`config.mk`:
```
export PLATFORM = sky130hd
export DESIGN_NAME = ee3w_write_seq
export DESIGN_NICKNAME = d
export VERILOG_FILES = /design/src/rtl/ee3w_pkg.sv /design/src/rtl/ee3w_tick_gen.sv /design/src/rtl/ee3w_cycle_timer.sv /design/src/rtl/ee3w_frame_shreg.sv /design/src/rtl/ee3w_write_seq.sv
export SDC_FILE = /design/constraint.sdc
export NUM_CORES = 1
export LEC_CHECK = 0
export ABC_AREA = 1
export BUFFER_PORTS_ARGS = -buffer_cell sky130_fd_sc_hd__buf_2
export CORE_MARGIN = 4
export CORE_UTILIZATION = 48
export CTS_BUF_LIST = sky130_fd_sc_hd__clkbuf_8 sky130_fd_sc_hd__clkbuf_16
export DETAILED_ROUTE_END_ITERATION = 12
export MAX_ROUTING_LAYER = met4
export PLACE_DENSITY_LB_ADDON = 0.2
export SETUP_SLACK_MARGIN = 0.4
export SLEW_MARGIN = 30
export SYNTH_ARGS = -nofsm -noshare
export SYNTH_HDL_FRONTEND = slang
export SYNTH_SLANG_ARGS = --single-unit
```
`constraint.sdc`:
```
create_clock -name clk -period 4.1 [get_ports clk]
set_input_delay 1.23 -clock clk [delete_from_list [all_inputs] [get_ports clk]]
set_output_delay 1.23 -clock clk [all_outputs]
set_load 0.005 [all_outputs]
```
`src/rtl/ee3w_pkg.sv`:
```
package ee3w_pkg;

  typedef enum logic [2:0] {
    ST_IDLE,
    ST_SHIFT,
    ST_GAP,
    ST_POLL,
    ST_CLR,
    ST_TAIL
  } ee3w_state_t;

  // nanoseconds to clock cycles, rounded up, never below one
  function automatic int ee3w_ns_to_cycles(input int ns, input int hz);
    longint q;
    q = (longint'(ns) * longint'(hz) + 64'sd999_999_999) / 64'sd1_000_000_000;
    return (q < 1) ? 1 : int'(q);
  endfunction

endpackage

```
`src/rtl/ee3w_tick_gen.sv`:
```
module ee3w_tick_gen #(
  parameter int DIV = 4
) (
  input  logic clk,
  input  logic rst,
  input  logic en,
  input  logic restart,
  output logic tick
);
  localparam int CW = (DIV > 1) ? $clog2(DIV) : 1;

  logic [CW-1:0] cnt;

  assign tick = en && (cnt == CW'(DIV - 1));

  always_ff @(posedge clk) begin
    if (rst || restart) begin
      cnt <= '0;
    end else if (en) begin
      cnt <= tick ? '0 : cnt + 1'b1;
    end
  end

endmodule

```
`src/rtl/ee3w_cycle_timer.sv`:
```
module ee3w_cycle_timer #(
  parameter int MAXV = 32,
  localparam int W = $clog2(MAXV + 1)
) (
  input  logic         clk,
  input  logic         rst,
  input  logic         clr,
  output logic [W-1:0] cnt
);
  always_ff @(posedge clk) begin
    if (rst || clr) begin
      cnt <= '0;
    end else if (cnt != W'(MAXV)) begin
      cnt <= cnt + 1'b1;
    end
  end

endmodule

```
`src/rtl/ee3w_frame_shreg.sv`:
```
module ee3w_frame_shreg #(
  parameter int AN = 9,
  parameter int AW = 8,
  parameter int DN = 8,
  parameter int DW = 16,
  localparam int APW  = (AN > AW) ? AN : AW,
  localparam int NLEN = 3 + AN + DN,
  localparam int WLEN = 3 + AW + DW,
  localparam int FLEN = (NLEN > WLEN) ? NLEN : WLEN,
  localparam int LW   = $clog2(FLEN + 1)
) (
  input  logic           clk,
  input  logic           rst,
  input  logic           load,
  input  logic           adv,
  input  logic           wide,
  input  logic [APW-1:0] addr,
  input  logic [DW-1:0]  data,
  output logic           next_bit,
  output logic           last
);
  localparam logic [1:0] OPC_WRITE = 2'b01;

  logic [FLEN-1:0] sr;
  logic [LW-1:0]   left;
  logic [FLEN-1:0] narrow_f, wide_f;

  // left-aligned frames: start bit, opcode, address, data
  always_comb begin
    narrow_f = '0;
    wide_f   = '0;
    narrow_f[FLEN-1]      = 1'b1;
    narrow_f[FLEN-2]      = OPC_WRITE[1];
    narrow_f[FLEN-3]      = OPC_WRITE[0];
    wide_f[FLEN-1]        = 1'b1;
    wide_f[FLEN-2]        = OPC_WRITE[1];
    wide_f[FLEN-3]        = OPC_WRITE[0];
    for (int i = 0; i < AN; i++) narrow_f[FLEN-4-i]      = addr[AN-1-i];
    for (int i = 0; i < DN; i++) narrow_f[FLEN-4-AN-i]   = data[DN-1-i];
    for (int i = 0; i < AW; i++) wide_f[FLEN-4-i]        = addr[AW-1-i];
    for (int i = 0; i < DW; i++) wide_f[FLEN-4-AW-i]     = data[DW-1-i];
  end

  always_ff @(posedge clk) begin
    if (rst) begin
      sr   <= '0;
      left <= '0;
    end else if (load) begin
      sr   <= wide ? wide_f : narrow_f;
      left <= wide ? LW'(WLEN) : LW'(NLEN);
    end else if (adv) begin
      sr   <= sr << 1;
      left <= left - 1'b1;
    end
  end

  assign next_bit = sr[FLEN-2];
  assign last     = (left == LW'(1));

  AST_ADV_WITHIN_FRAME: assert property (@(posedge clk) disable iff (rst)
    adv |-> (left > LW'(1)));

endmodule

```
`src/rtl/ee3w_write_seq.sv`:
```
module ee3w_write_seq
  import ee3w_pkg::*;
#(
  parameter int CLK_HZ          = 125_000_000,
  parameter int TCSL_NS         = 250,
  parameter int SCK_HALF_DIV    = 4,
  parameter int ADDR_W_BYTE     = 9,
  parameter int ADDR_W_WORD     = 8,
  parameter int TIMEOUT_CYC     = 100_000,
  parameter bit LAST_EDGE_START = 1'b0,
  localparam int APW      = (ADDR_W_BYTE > ADDR_W_WORD) ? ADDR_W_BYTE : ADDR_W_WORD,
  localparam int DW       = 16
) (
  input  logic           clk,
  input  logic           rst,
  input  logic           req_valid,
  output logic           req_ready,
  input  logic [APW-1:0] req_addr,
  input  logic [DW-1:0]  req_data,
  input  logic           req_wide,
  output logic           ee_cs,
  output logic           ee_sck,
  output logic           ee_mosi,
  input  logic           ee_miso,
  output logic           busy,
  output logic           done,
  output logic           timeout_err
);
  localparam int DN       = 8;
  localparam int TCSL_CYC = ee3w_ns_to_cycles(TCSL_NS, CLK_HZ);
  localparam int GW       = $clog2(TCSL_CYC + 1);
  localparam int PW       = $clog2(TIMEOUT_CYC + 1);

  ee3w_state_t st, st_n;
  logic cs_q, sck_q, mosi_q, busy_q, done_q, tout_q;
  logic cs_n, sck_n, mosi_n, busy_n, done_n, tout_n;
  logic ld, adv, trs, gclr, pclr;
  logic tick, sh_next, sh_last;
  logic miso_s1, miso_s2;
  logic [1:0] poll_cnt;
  logic [GW-1:0] gap_cnt;
  logic [PW-1:0] prog_cnt;
  logic poll_ok;

  ee3w_tick_gen #(.DIV(SCK_HALF_DIV)) u_tick (
    .clk(clk), .rst(rst), .en((st == ST_SHIFT) || (st == ST_CLR)),
    .restart(trs), .tick(tick)
  );

  ee3w_frame_shreg #(.AN(ADDR_W_BYTE), .AW(ADDR_W_WORD), .DN(DN), .DW(DW)) u_frame (
    .clk(clk), .rst(rst), .load(ld), .adv(adv), .wide(req_wide),
    .addr(req_addr), .data(req_data), .next_bit(sh_next), .last(sh_last)
  );

  ee3w_cycle_timer #(.MAXV(TCSL_CYC)) u_gap (
    .clk(clk), .rst(rst), .clr(gclr), .cnt(gap_cnt)
  );

  ee3w_cycle_timer #(.MAXV(TIMEOUT_CYC)) u_prog (
    .clk(clk), .rst(rst), .clr(pclr), .cnt(prog_cnt)
  );

  assign poll_ok = (poll_cnt == 2'd2);

  always_comb begin
    st_n   = st;
    cs_n   = cs_q;
    sck_n  = sck_q;
    mosi_n = mosi_q;
    busy_n = busy_q;
    done_n = 1'b0;
    tout_n = tout_q;
    ld     = 1'b0;
    adv    = 1'b0;
    trs    = 1'b0;
    gclr   = 1'b0;
    pclr   = 1'b0;
    unique case (st)
      ST_IDLE: begin
        if (req_valid && !busy_q) begin
          st_n   = ST_SHIFT;
          cs_n   = 1'b1;
          sck_n  = 1'b0;
          mosi_n = 1'b1;
          busy_n = 1'b1;
          tout_n = 1'b0;
          ld     = 1'b1;
          trs    = 1'b1;
        end
      end
      ST_SHIFT: begin
        if (tick) begin
          if (!sck_q) begin
            sck_n = 1'b1;
            if (LAST_EDGE_START && sh_last) pclr = 1'b1;
          end else begin
            sck_n = 1'b0;
            if (sh_last) begin
              cs_n   = 1'b0;
              mosi_n = 1'b0;
              st_n   = ST_GAP;
              gclr   = 1'b1;
              if (!LAST_EDGE_START) pclr = 1'b1;
            end else begin
              adv    = 1'b1;
              mosi_n = sh_next;
            end
          end
        end
      end
      ST_GAP: begin
        if (gap_cnt == GW'(TCSL_CYC - 1)) begin
          cs_n = 1'b1;
          st_n = ST_POLL;
        end
      end
      ST_POLL: begin
        if (poll_ok && miso_s2) begin
          st_n   = ST_CLR;
          mosi_n = 1'b1;
          trs    = 1'b1;
        end else if (prog_cnt >= PW'(TIMEOUT_CYC - 1)) begin
          cs_n   = 1'b0;
          st_n   = ST_IDLE;
          busy_n = 1'b0;
          done_n = 1'b1;
          tout_n = 1'b1;
        end
      end
      ST_CLR: begin
        if (tick) begin
          if (!sck_q) begin
            sck_n = 1'b1;
          end else begin
            sck_n  = 1'b0;
            cs_n   = 1'b0;
            mosi_n = 1'b0;
            st_n   = ST_TAIL;
            gclr   = 1'b1;
          end
        end
      end
      ST_TAIL: begin
        if (gap_cnt == GW'(TCSL_CYC - 1)) begin
          st_n   = ST_IDLE;
          busy_n = 1'b0;
          done_n = 1'b1;
        end
      end
      default: st_n = ST_IDLE;
    endcase
  end

  always_ff @(posedge clk) begin
    if (rst) begin
      st       <= ST_IDLE;
      cs_q     <= 1'b0;
      sck_q    <= 1'b0;
      mosi_q   <= 1'b0;
      busy_q   <= 1'b0;
      done_q   <= 1'b0;
      tout_q   <= 1'b0;
      miso_s1  <= 1'b0;
      miso_s2  <= 1'b0;
      poll_cnt <= '0;
    end else begin
      st      <= st_n;
      cs_q    <= cs_n;
      sck_q   <= sck_n;
      mosi_q  <= mosi_n;
      busy_q  <= busy_n;
      done_q  <= done_n;
      tout_q  <= tout_n;
      miso_s1 <= ee_miso;
      miso_s2 <= miso_s1;
      if (st != ST_POLL)      poll_cnt <= '0;
      else if (!poll_ok)      poll_cnt <= poll_cnt + 1'b1;
    end
  end

  assign req_ready   = ~busy_q;
  assign ee_cs       = cs_q;
  assign ee_sck      = sck_q;
  assign ee_mosi     = mosi_q;
  assign busy        = busy_q;
  assign done        = done_q;
  assign timeout_err = tout_q;

  AST_SCK_NEEDS_CS: assert property (@(posedge clk) disable iff (rst)
    !ee_cs |-> !ee_sck);
  AST_MOSI_HOLD_HIGH: assert property (@(posedge clk) disable iff (rst)
    (ee_sck && $past(ee_sck)) |-> $stable(ee_mosi));
  AST_DONE_ONE_CYCLE: assert property (@(posedge clk) disable iff (rst)
    done |=> !done);
  AST_DONE_CLOSES_BUSY: assert property (@(posedge clk) disable iff (rst)
    done |-> (!busy && $past(busy)));
  AST_READY_ONLY_IDLE: assert property (@(posedge clk) disable iff (rst)
    req_ready |-> (st == ST_IDLE));
  AST_TOUT_RISES_WITH_DONE: assert property (@(posedge clk) disable iff (rst)
    $rose(timeout_err) |-> (done && !ee_cs));

endmodule

```
### Word level (Yosys, flattened, before mapping)

Index checks and enable logic that the tools add are counted.

* latch bits: 0
* memories kept: 0
* register bits: 69
* output and inout port bits: 7
* memory bits (writable): 0
* input bits: 30
* ROM bits: 0
* word-level logic and storage cells: 131

* divide/modulo/power cells: 0
* $lt $le $gt $ge: 1
* reduce and logical (&&, ||, !) cells: 23
* shift-type cells: 0
* multiplexer cells: 61
* add/sub/neg operators: 5
* equality and inequality tests: 25
* bitwise gates (word level): 1
* multipliers: 0

Operators by type and width (count)
* $mux W26: 2
* $mux W1: 35
* $mux W3: 10
* $mux W24: 1
* $ne A2 B2 Y1 const B: 9
* $pmux W3 S6: 1
* $add A17 B1 Y17 const B: 1
* $ge A17 B17 Y1 const B: 1
* $ne A17 B17 Y1 const B: 1
* $mux W5: 2
* $pmux W1 S2: 5
* $reduce_and A10 Y1: 1
* $reduce_and A9 Y1: 1
* $reduce_and A7 Y1: 1
* $add A6 B1 Y6 const B: 1
* $eq A3 B2 Y1 const B: 2
* $eq A3 B3 Y1 const B: 2
* $eq A6 B5 Y1 const B: 1
* $ne A2 B1 Y1 const B: 3
* $ne A6 B6 Y1 const B: 1
* $reduce_bool A2 Y1: 3
* $eq A5 B1 Y1 const B: 1
* $pmux W1 S5: 1
* $reduce_and A5 Y1: 1
* other kinds (21): 29

### Longest topological paths before layout

Gate-level depths: netlist of the first run.

* depth after elaboration: 7
* mapped depth: 13
* gate-level depth less buffers: 13

### Cells and area by module

From an unflattened synthesis of the first run, not the netlist that was laid out.

* cell total of the unflattened synthesis: 569
* area, all modules: 3834.9 um^2

Modules (own cells, without submodules)
* ee3w_frame_shreg: cells each 209, area an instance 1480.2 um^2, seq. area each 620.6 um^2, times used 1
* ee3w_cycle_timer (u_prog): cells each 156, area an instance 1036.0 um^2, seq. area each 340.3 um^2, times used 1
* ee3w_write_seq: cells each 145, area an instance 898.4 um^2, seq. area each 260.2 um^2, times used 1
* ee3w_cycle_timer (u_gap): cells each 43, area an instance 315.3 um^2, seq. area each 120.1 um^2, times used 1
* ee3w_tick_gen: cells each 16, area an instance 105.1 um^2, seq. area each 40.0 um^2, times used 1

### Worst setup path before layout of the first run

Ideal clock, no wire load.

* path type: input to register
* start point: input port req_valid
* end point: register st[0]
* arrival time: 2118 ps
* stages on the path: 7
* required time: 3985 ps
* library setup time: 115 ps
* setup slack: 1867 ps
* path buffers: 0
* cell sequence: inv_1 > o21ai_0 > nand2_1 > nor3_2 > nand3_1 > nand2_1 > nor2_1

* cells in the longest elaborated chain, start to end: 3

Ends and longest elaborated chain
* start, declared: line ee3w_write_seq.sv:16 `input logic req_valid,`
* $logic_and A1 B1 Y1: line ee3w_write_seq.sv:80 `if (req_valid && !busy_q) begin`
* $ne A2 B2 Y1 (no source line)
* $reduce_and A9 Y1 (no source line)
* end signal, assigned: line ee3w_write_seq.sv:167 `st <= st_n;`
* end, declared: line ee3w_write_seq.sv:34 `ee3w_state_t st, st_n;`

No other way between the ends.
A chain may end at the register's enable or synchronous reset.

### Worst setup path after layout of the first run

* start point: input port req_valid
* end point: register u_frame.sr[16]

* cells in the longest elaborated chain, start to end: 4
* elaborated cells between the ends (all ways): 5
* those cells by class: 3 x mux; 2 x reduce/logical

Ends and longest elaborated chain
* $logic_and A1 B1 Y1 *: line ee3w_write_seq.sv:80
* $mux W1 *: line ee3w_write_seq.sv:80
* $mux W1 *: line ee3w_write_seq.sv:78 `unique case (st)`
* $mux W26 or $reduce_bool A2 Y1 (tied branches)
* end signal, assigned: line ee3w_frame_shreg.sv:49 `sr <= wide ? wide_f : narrow_f;`
* end signal, assigned: line ee3w_frame_shreg.sv:52 `sr <= sr << 1;`
* end, declared: line ee3w_frame_shreg.sv:24 `logic [FLEN-1:0] sr;`

Mark *: on every way between the ends. The rest lies on a longest branch, timed or not.

==> results of run 1 <==
placed cells by master (no fill, tap or decap):
cell       Yosys  final
nor2_4         5      5
xor2_1         6      6
buf_4          0      3
or2_2          1      1
nor3_2         1      1
a22oi_1        6      6
clkbuf_8       0     10
nand4_2        1      1
inv_2          4      4
xnor2_1        3      3
ha_1           8      8
nor2_1        71     71
nor4_1         1      1
o21ai_0       29     29
inv_1         61     62
nand3_1       40     40
o211a_1        1      1
a211oi_1       1      1
a21oi_1       40     40
o21ai_2        1      1
a21oi_2        2      2
nor3_1        11     11
nand2_2        4      4
a22o_1         2      2
a31oi_1        1      1
nand2_1      135    135
nor3b_1        3      3
o211ai_1       5      5
dfxtp_1       69     69
buf_2         10     36
nand3b_4       1      1
nand4_1       11     11
bufinv_16      0      1
clkinv_2       0      4
logic make-up (layout without fill, tap and decap cells):
| group | Yosys count | in the layout |
|---|---|---|
| compound gates | 88 | 88 |
| xor+xnor | 9 | 9 |
| fa+ha+maj | 8 | 8 |
| buf+inv | 82 | 120 |
| flops | 69 | 69 |
| simple gates | 285 | 285 |
through the flow:
step	hold slack (ns)	setup WS [ns]	utilization, %	area, um2	total power [mW]
final	0.4209	1.196	55.57	4074	2.235
after global routing	0.4386	0.9970	55.57	4074	2.416
after CTS	0.4279	1.266	55.57	4074	2.251
after detailed placement	0.4148	0.8932	52.96	3882	1.701
after global placement	0.4133	0.9200	52.96	3882	1.687
after floorplan	0.3883	1.867	-	3647	1.532
power by group through the flow:
stage | clock, mW | sequential, mW | combinational (mW)
2_1_floorplan | 0 | 0.864 | 0.668
4_1_cts | 0.560 | 0.865 | 0.826
6_report | 0.545 | 0.866 | 0.824
5_1_grt | 0.592 | 0.882 | 0.942
3_5_place_dp | 0 | 0.879 | 0.822
3_3_place_gp | 0 | 0.875 | 0.811
layout make-up:
type | instances | area (um2)
clock buffers | 10 | 137.6
clock inverters | 6 | 53.80
fillers | 724 | 3257
inverters | 65 | 244.0
multi-input cells | 390 | 1931
flip-flops and latches | 69 | 1381
well taps | 99 | 123.9
repair buffers | 39 | 202.7
layer usage:
layer | routed length [um] | GRT usage [%] | vias up
li1 | - | - | 1824
met3 | 397 | 3.157 | 14
met1 | 3694 | 23.84 | 1567
met4 | 182 | 9.375 | 0
met2 | 3956 | 32.83 | 99
met5 | 0 | - | -
registers in the layout, indices dropped and copies added, names as in the netlist:
signal / cells
ee_sck: 1
u_frame.left: 5
miso_s2: 1
ee_mosi: 1
u_gap.cnt: 6
st: 3
u_frame.sr: 26
poll_cnt: 2
u_prog.cnt: 17
timeout_err: 1
miso_s1: 1
busy: 1
done: 1
u_tick.cnt: 2
ee_cs: 1
critical path, cell delays in order:
cell and delay, ns:
buf_2 0.09, nand4_2 0.38, nor2_1 0.81, inv_1 0.23, o211ai_1 0.22, nand2_1 0.08, a21oi_1 0.13
path summary, 6_finish.rpt:
path,from,to,slack [ns]
max reg2reg,st[0],u_frame.sr[16],1.59
max,req_valid,u_frame.sr[16],1.20
min reg2reg,miso_s1,miso_s2,0.42
min,miso_s1,miso_s2,0.42
==> results.yml, run 1 <==
status:
  status: "finished clean"
synthesis:
  yosys.area_share.simple_pct: 34.44
  synth.avg_cell_area_um2: 6.742
  ys_top_cells_by_area: "dfxtp_1 (38%), nand2_1 (14%), nor2_1 (7.3%), inv_1 (6.3%), a21oi_1 (5.5%)"
  synth-xor-area-share_pct: 2.161
  ys.flop_type: "dfxtp_1"
  synth_common_cells: "nand2_1 (135), nor2_1 (71), dfxtp_1 (69), inv_1 (61)"
  ys_seq_area_share_pct: 37.87
  synth-compound-area-share_pct: 13.58
  post_synth_inst_count: 541
  synth_top_family_by_area: "simple AND/OR/NAND/NOR gates"
  synth_area_mm2: 0.003647
  synthAdderAreaFrac_pct: 2.744
  ys_seq_elements: 69
  synth_top_area_share_pct: 37.87
  muxShareOfSynthArea_pct: 0
  ys_types: 32
  synth_top_cell_by_area: "dfxtp_1"
  ys_warn_count: 0
  synth_edf_count: 0
  synthMostInstantiatedCell: "nand2_1"
  synth_nets: 579
  ys_async_sr_fraction_pct: 0
routing:
  drt_iter0_markers: 185
  num_vias: 3504
  ant_nets: 0
  wirelength_um: 8230
  drc: 0
  via_per_inst: 5.168
  wl_per_cell_um: 12.14
  drt_pass1_iterations: 5
clock_tree:
  cts_made_buffers: 9
  postCtsSetupBuffers: 0
  clkTransAtPathRegs_ns: 0.07
  cts_hold_buffers: 0
  cts-root-buf: "clkbuf_8"
  cts.sinks: 69
  clockBufferDepth: 2
  clk_latency_ns: 0.35
  htree_levels: 3
  cts_resized: 0
  tritoncts: "yes"
global_route:
  grt_pass1_wl_um: 13930
  grt_max_degree: 31
  grt.total_usage_pct: 19.95
  grt-ovfl-total: 0
  antenna_found_initial: 0
  first_global_vias: 3201
placement:
  place_congestion: 0.9298
  hpwl_um: 5911
  dp_cells: 662
  io_buffer_count: 36
sta:
  fin_crit_sh_pct: 70.84
  rsz0062_at_grt: "false"
  min_period_ns: 2.904
  setup_violations: 0
  setup_tns_ns: 0
  finalMaxSlewViolations: 0
  relSlewSlack_pct: 42.77
  hold_viol: 0
  clock_skew_ns: 0.009348
  tightest_slew_ns: 0.8553
  fmaxAchievable_mhz: 344.3
die:
  rows: 31
  io-pin-count: 37
  fp.dieH_um: 95.17
  start_util_pct: 49.75
  die_x_um: 95.17
  die-area_mm2: 0.009057
  core_mm2: 0.007331
pwr:
  power_switching_mw: 0.8637
  p_int_mw: 1.371
  p_leak_nw: 1.814
  ir_drop_mv: 0.2954
  p_comb_share_pct: 36.9
  pwr-share-clk_pct: 24.4
  power_frac_seq_pct: 38.7
  powerDensity_mw_per_mm2: 548.5
  switching_share_pct: 38.65
setup_path:
  path_class: "input pin to register"
  crit_arrival_ns: 3.18
  endpoint_kind: "register"
  crit_path_max_fanout: 15
  cp.required_ns: 4.38
  reg2reg_depth: 7
  startpoint_type: "input pin"
layout:
  nNetsFinal: 612
  diodes: 0
  syn2layout_area_growth_pct: 11.70
  drive_above_1_share_pct: 12.78
  final_cells: 678
hold_path:
  hold_class: "register to register"
  hold-path-cell-count: 2
flow_run:
  maxCapViolCount: 0
(Power assumes the default switching activity.)
==> run 2, diff against run 1 <==
- ABC_AREA: 1 -> 0
- clock period: 4.1 -> 2.3 ns (I/O delays scaled with it)
==> run 2 against run 1 <==
Against the previous run: cell count down 19%; critical path depth fell by 2; global-route usage down 1.5 points; worst setup slack lost 0.84 ns; register-to-register slack worse by 1.2 ns; sequential power grew 79%; area after synthesis shrank 2.7%.
==> results.yml, run 2 <==
sta:
  rsz0062_at_grt: "true"
  min_period_ns: 1.948
  clock_skew_ns: 0.009372
  setup_violations: 0
  setup_tns_ns: 0
  tightest_slew_ns: 0.4848
  hold_viol: 0
  setup_slack_ns: 0.3518
  hold_ws_ns: 0.4480
  fmaxAchievable_mhz: 513.3
  relSlewSlack_pct: 67.56
  fin_crit_sh_pct: 84.70
  finalMaxSlewViolations: 0
die:
  fp.dieH_um: 93.98
  start_util_pct: 49.18
  die_x_um: 93.98
  rows: 31
  die-area_mm2: 0.008832
  core_mm2: 0.007214
  io-pin-count: 37
synthesis:
  ys_seq_elements: 69
  post_synth_inst_count: 398
  synth_area_mm2: 0.003548
  synth.avg_cell_area_um2: 8.916
  synth_edf_count: 0
  ys_warn_count: 0
  ys_top_cells_by_area: "dfxtp_1 (39%), a211oi_1 (9.3%), mux2i_1 (8.2%), nor2_1 (4.3%), xor2_1 (4.2%)"
  ys_async_sr_fraction_pct: 0
  synth_top_cell_by_area: "dfxtp_1"
  ys_types: 49
  ys.flop_type: "dfxtp_1"
  synth_top_area_share_pct: 38.93
  ys_seq_area_share_pct: 38.93
  synth_nets: 436
  synthMostInstantiatedCell: "dfxtp_1"
  synth_common_cells: "dfxtp_1 (69), a211oi_1 (44), nor2_1 (41), mux2i_1 (29), nand2_1 (22)"
setup_path:
  reg2reg_depth: 5
  crit_path_max_fanout: 5
  crit_arrival_ns: 2.20
  cp.required_ns: 2.55
  path_class: "register to register"
  startpoint_type: "register"
  endpoint_kind: "register"
clock_tree:
  clockBufferDepth: 2
  cts_made_buffers: 9
  cts_hold_buffers: 0
  clk_latency_ns: 0.34
  clkTransAtPathRegs_ns: 0.07
  cts-root-buf: "clkbuf_8"
  htree_levels: 3
  cts.sinks: 69
  tritoncts: "yes"
routing:
  wl_per_cell_um: 14.14
  num_vias: 2992
  ant_nets: 0
  drt_pass1_iterations: 4
  via_per_inst: 5.440
  wirelength_um: 7776
  drc: 0
  drt_iter0_markers: 124
placement:
  place_congestion: 0.8443
  io_buffer_count: 36
  hpwl_um: 5330
  place_ws_ns: 0.3073
layout:
  nNetsFinal: 484
  syn2layout_area_growth_pct: 20.52
  layout_commonest_cell: "dfxtp_1"
  drive_above_1_share_pct: 21.95
  top_regs: "u_frame.sr x26, u_prog.cnt x17, u_gap.cnt x6"
  most-common-layout-cells: "dfxtp_1 (62), a211oi_1 (43), nor2_1 (41)"
  regMostFlops: "u_frame.sr"
  largest_reg_flops: 26
  diodes: 0
pwr:
  p_leak_nw: 1.547
  ir_drop_mv: 0.4846
  powerDensity_mw_per_mm2: 841.6
  finalPower_mw: 3.599
hold_path:
  hold-path-cell-count: 1
  hold_class: "register to register"
global_route:
  grt.total_usage_pct: 18.45
  grt_pass1_wl_um: 12620
  grt-ovfl-total: 0
  antenna_found_initial: 0
  grt_max_degree: 33
  first_global_vias: 2765
status:
  status: "finished clean"
flow_run:
  maxCapViolCount: 0
[run 2: path summary, 6_finish.rpt]
kind	startpoint	end	slack (ns)
max	u_prog.cnt[12]	busy	0.35
min	miso_s1	miso_s2	0.45
max reg2reg	u_prog.cnt[12]	busy	0.35
min reg2reg	miso_s1	miso_s2	0.45
[run 2: critical path, cell delays in order (launching register included)]
cell,delay (ns)
dfxtp_2,0.32
or4_4,0.57
and3_4,0.18
a211oi_4,0.26
mux2_4,0.35
a2111oi_4,0.17
[run 2: stage by stage]
stage	instance area, um2	utilization, %	std cells
floorplan	3562	-	398
global placement	3934	54.53	524
detailed placement	3934	54.53	524
CTS	4150	57.53	543
global route	4277	59.28	550
finish	4277	59.28	550
[run 2: layout make-up]
class / instances / area (um2)
Clock inverter: 5 / 20.02
Multi-Input combinational cell: 292 / 2096
Tap cell: 99 / 123.9
Fill cell: 661 / 2938
Clock buffer: 11 / 151.4
Inverter: 12 / 45.04
Sequential cell: 69 / 1393
Timing Repair Buffer: 62 / 447.9
[run 2: power by group]
| part | internal [mW] | leakage (nW) | total [mW] | switching, mW |
|---|---|---|---|---|
| registers | 1.40 | 0.569 | 1.55 | 0.152 |
| logic | 0.567 | 0.874 | 1.19 | 0.619 |
| clock network | 0.433 | 0.104 | 0.861 | 0.428 |
| total | 2.40 | 1.55 | 3.60 | 1.20 |
[run 2: routing by layer]
layer / GRT usage (%) / vias up / share of wire, %
met5: - / - / 0
met4: 7.702 / 0 / 1.7
met3: 4.487 / 13 / 3.8
met2: 27.97 / 51 / 46
met1: 23.56 / 1387 / 49
li1: - / 1541 / -
[run 2: what timing repair did]
action	4_1_cts	5_1_grt
gates cloned	0	2
setup endpoints to repair	6	46
pin swaps	3	3
gates resized for setup	9	7
buffers inserted	3	5
[run 2: kinds of logic after synthesis]
group	Yosys count	synth area share (%)
and+or+nand+nor	143	21.44
AOI/OAI and AO/OA	83	17.14
DFF	69	38.93
buffers and inverters	37	4.125
muxes	30	8.604
xor gates and xnor gates	27	6.664
adders and majority gates	9	3.103
==> run 3, diff against run 2 <==
- ABC_AREA: 0 -> 1
- clock period: 2.3 -> 2 ns (I/O delays scaled with it)
==> run 3 against run 2 <==
Against the previous run: critical path depth up 3; power up 58%; clock power up 42%.
==> results.yml, run 3 (synthesis gave the netlist of run 1 again) <==
sta:
  tightest_slew_ns: 0.4821
  hold_ws_ns: 0.4151
  finalMaxSlewViolations: 0
  min_period_ns: 1.721
  relSlewSlack_pct: 67.61
  fmaxAchievable_mhz: 581.0
  clock_skew_ns: 0.009060
  setup_violations: 0
  rsz0062_at_grt: "true"
  fin_crit_sh_pct: 86.06
  setup_tns_ns: 0
  hold_viol: 0
setup_path:
  critPathCapture: "u_frame.sr[9]"
  cpPeakStageDelay_ns: 0.38
  endpoint_kind: "register"
  r2r_end: "u_frame.sr[9]"
  reg2reg_depth: 8
  startpoint: "st[0]"
  crit_arrival_ns: 2.01
  path_class: "register to register"
  cp_slowest_cell: "dfxtp_4"
  r2r_slack_ns: 0.28
  r2r-start: "st[0]"
  cp.required_ns: 2.29
  path_cells: "nor2_4 -> buf_4 -> nand4_4 -> nor2_2 -> inv_1 -> o211ai_1 -> nand2_4 -> a21oi_2"
  crit_path_max_fanout: 5
  startpoint_type: "register"
clock_tree:
  clk_latency_ns: 0.35
  tritoncts: "yes"
  htree_levels: 3
  clockBufferDepth: 2
  cts_hold_buffers: 0
  cts_made_buffers: 9
  clkTransAtPathRegs_ns: 0.07
  cts.sinks: 69
  cts-root-buf: "clkbuf_8"
global_route:
  grt.total_usage_pct: 22.75
  grt_max_degree: 23
  antenna_found_initial: 0
  grt_pass1_wl_um: 15840
  first_global_vias: 3492
  grt-ovfl-total: 0
routing:
  ant_nets: 0
  drc: 0
  wl_per_cell_um: 14.18
  num_vias: 3795
  via_per_inst: 5.293
  drt_pass1_iterations: 4
  drt_iter0_markers: 226
  wirelength_um: 10170
die:
  core_mm2: 0.007331
  die-area_mm2: 0.009057
  fp.dieH_um: 95.17
  io-pin-count: 37
  start_util_pct: 49.75
  die_x_um: 95.17
  rows: 31
layout:
  layout.area.seq_mm2: 0.001411
  most-common-layout-cells: "nand2_1 (121), inv_1 (61), dfxtp_1 (59)"
  nNetsFinal: 651
  fill_cells: 598
  layout_commonest_cell: "nand2_1"
  top_regs: "u_frame.sr x26, u_prog.cnt x17, u_gap.cnt x6"
  final_cells: 717
  syn2layout_area_growth_pct: 32.52
  drive_above_1_share_pct: 27.99
  post-route-util_pct: 65.93
  largest_reg_flops: 26
  multi_input_area_mm2: 0.002235
  diodes: 0
  regMostFlops: "u_frame.sr"
flow_run:
  maxCapViolCount: 0
placement:
  io_buffer_count: 36
  hpwl_um: 6205
  place_congestion: 0.9429
  dp_cells: 667
hold_path:
  hold-path-cell-count: 2
  hold_class: "register to register"
pwr:
  ir_drop_mv: 0.7373
  finalPower_mw: 5.690
  p_leak_nw: 2.142
  powerDensity_mw_per_mm2: 1177
status:
  status: "finished clean"
[run 3: changes by cell type in the layout (fill, tap and decap cells not counted), moves of 16 or more]
cell      before  now
a211oi_1      43    1
o21ai_0        2   22
nand3_1       13   29
a21oi_1       18   36
nor2_1        41   58
inv_1         16   61
nand2_1       22  121
nor2b_1       20    0
mux2i_1       29    0
[run 3: layer usage]
layer  track usage, %  vias up  share of wire, %
met5                -        -                 0
met4            8.053        0               2.2
met3            4.893       27               4.6
met2            37.49      108                51
met1            27.43     1750                43
li1                 -     1910                 -
[run 3: stage by stage]
step | area, um2 | setup slack (ns)
6_report | 4833 | 0.2788
5_1_grt | 4833 | 0.2287
4_1_cts | 4429 | 0.3444
3_5_place_dp | 3933 | 0.1489
3_3_place_gp | 3933 | 0.1470
2_1_floorplan | 3647 | 0.4333
[run 3: final cells by class]
cell class                 count  area share [%]
clock buffer                  12           3.417
sequential                    69           29.20
multi-input combinational    390           46.23
tap                           99           2.563
timing repair buffer          78           12.37
inverter                      65           5.255
clock inverter                 4          0.9578
[run 3: worst min path at each step]
stage / startpoint / end / slack [ns]
6_report: miso_s1 / miso_s2 / 0.42
5_1_grt: miso_s1 / miso_s2 / 0.44
4_1_cts: miso_s1 / miso_s2 / 0.42
3_5_place_dp: miso_s1 / miso_s2 / 0.40
3_3_place_gp: miso_s1 / miso_s2 / 0.41
2_1_floorplan: miso_s1 / miso_s2 / 0.39
[run 3: report_power, final]
group / switching, mW / internal [mW]
registers: 0.196 / 1.62
clock network: 0.544 / 0.672
logic: 1.52 / 1.14
[run 3: repair_timing]
item                       4_1_cts  5_1_grt
pin swaps                       16       33
setup endpoints to repair       50       66
gates cloned                     1        1
resized for setup               32       75
buffers inserted                18       14
[run 3: critical path: cells and delay by family, from the launching register on]
family | cells | cell delay, ns
buffers and inverters | 2 | 0.28
flip-flops | 1 | 0.38
AO/OA/AOI/OAI | 2 | 0.48
AND/OR/NAND/NOR | 4 | 0.54
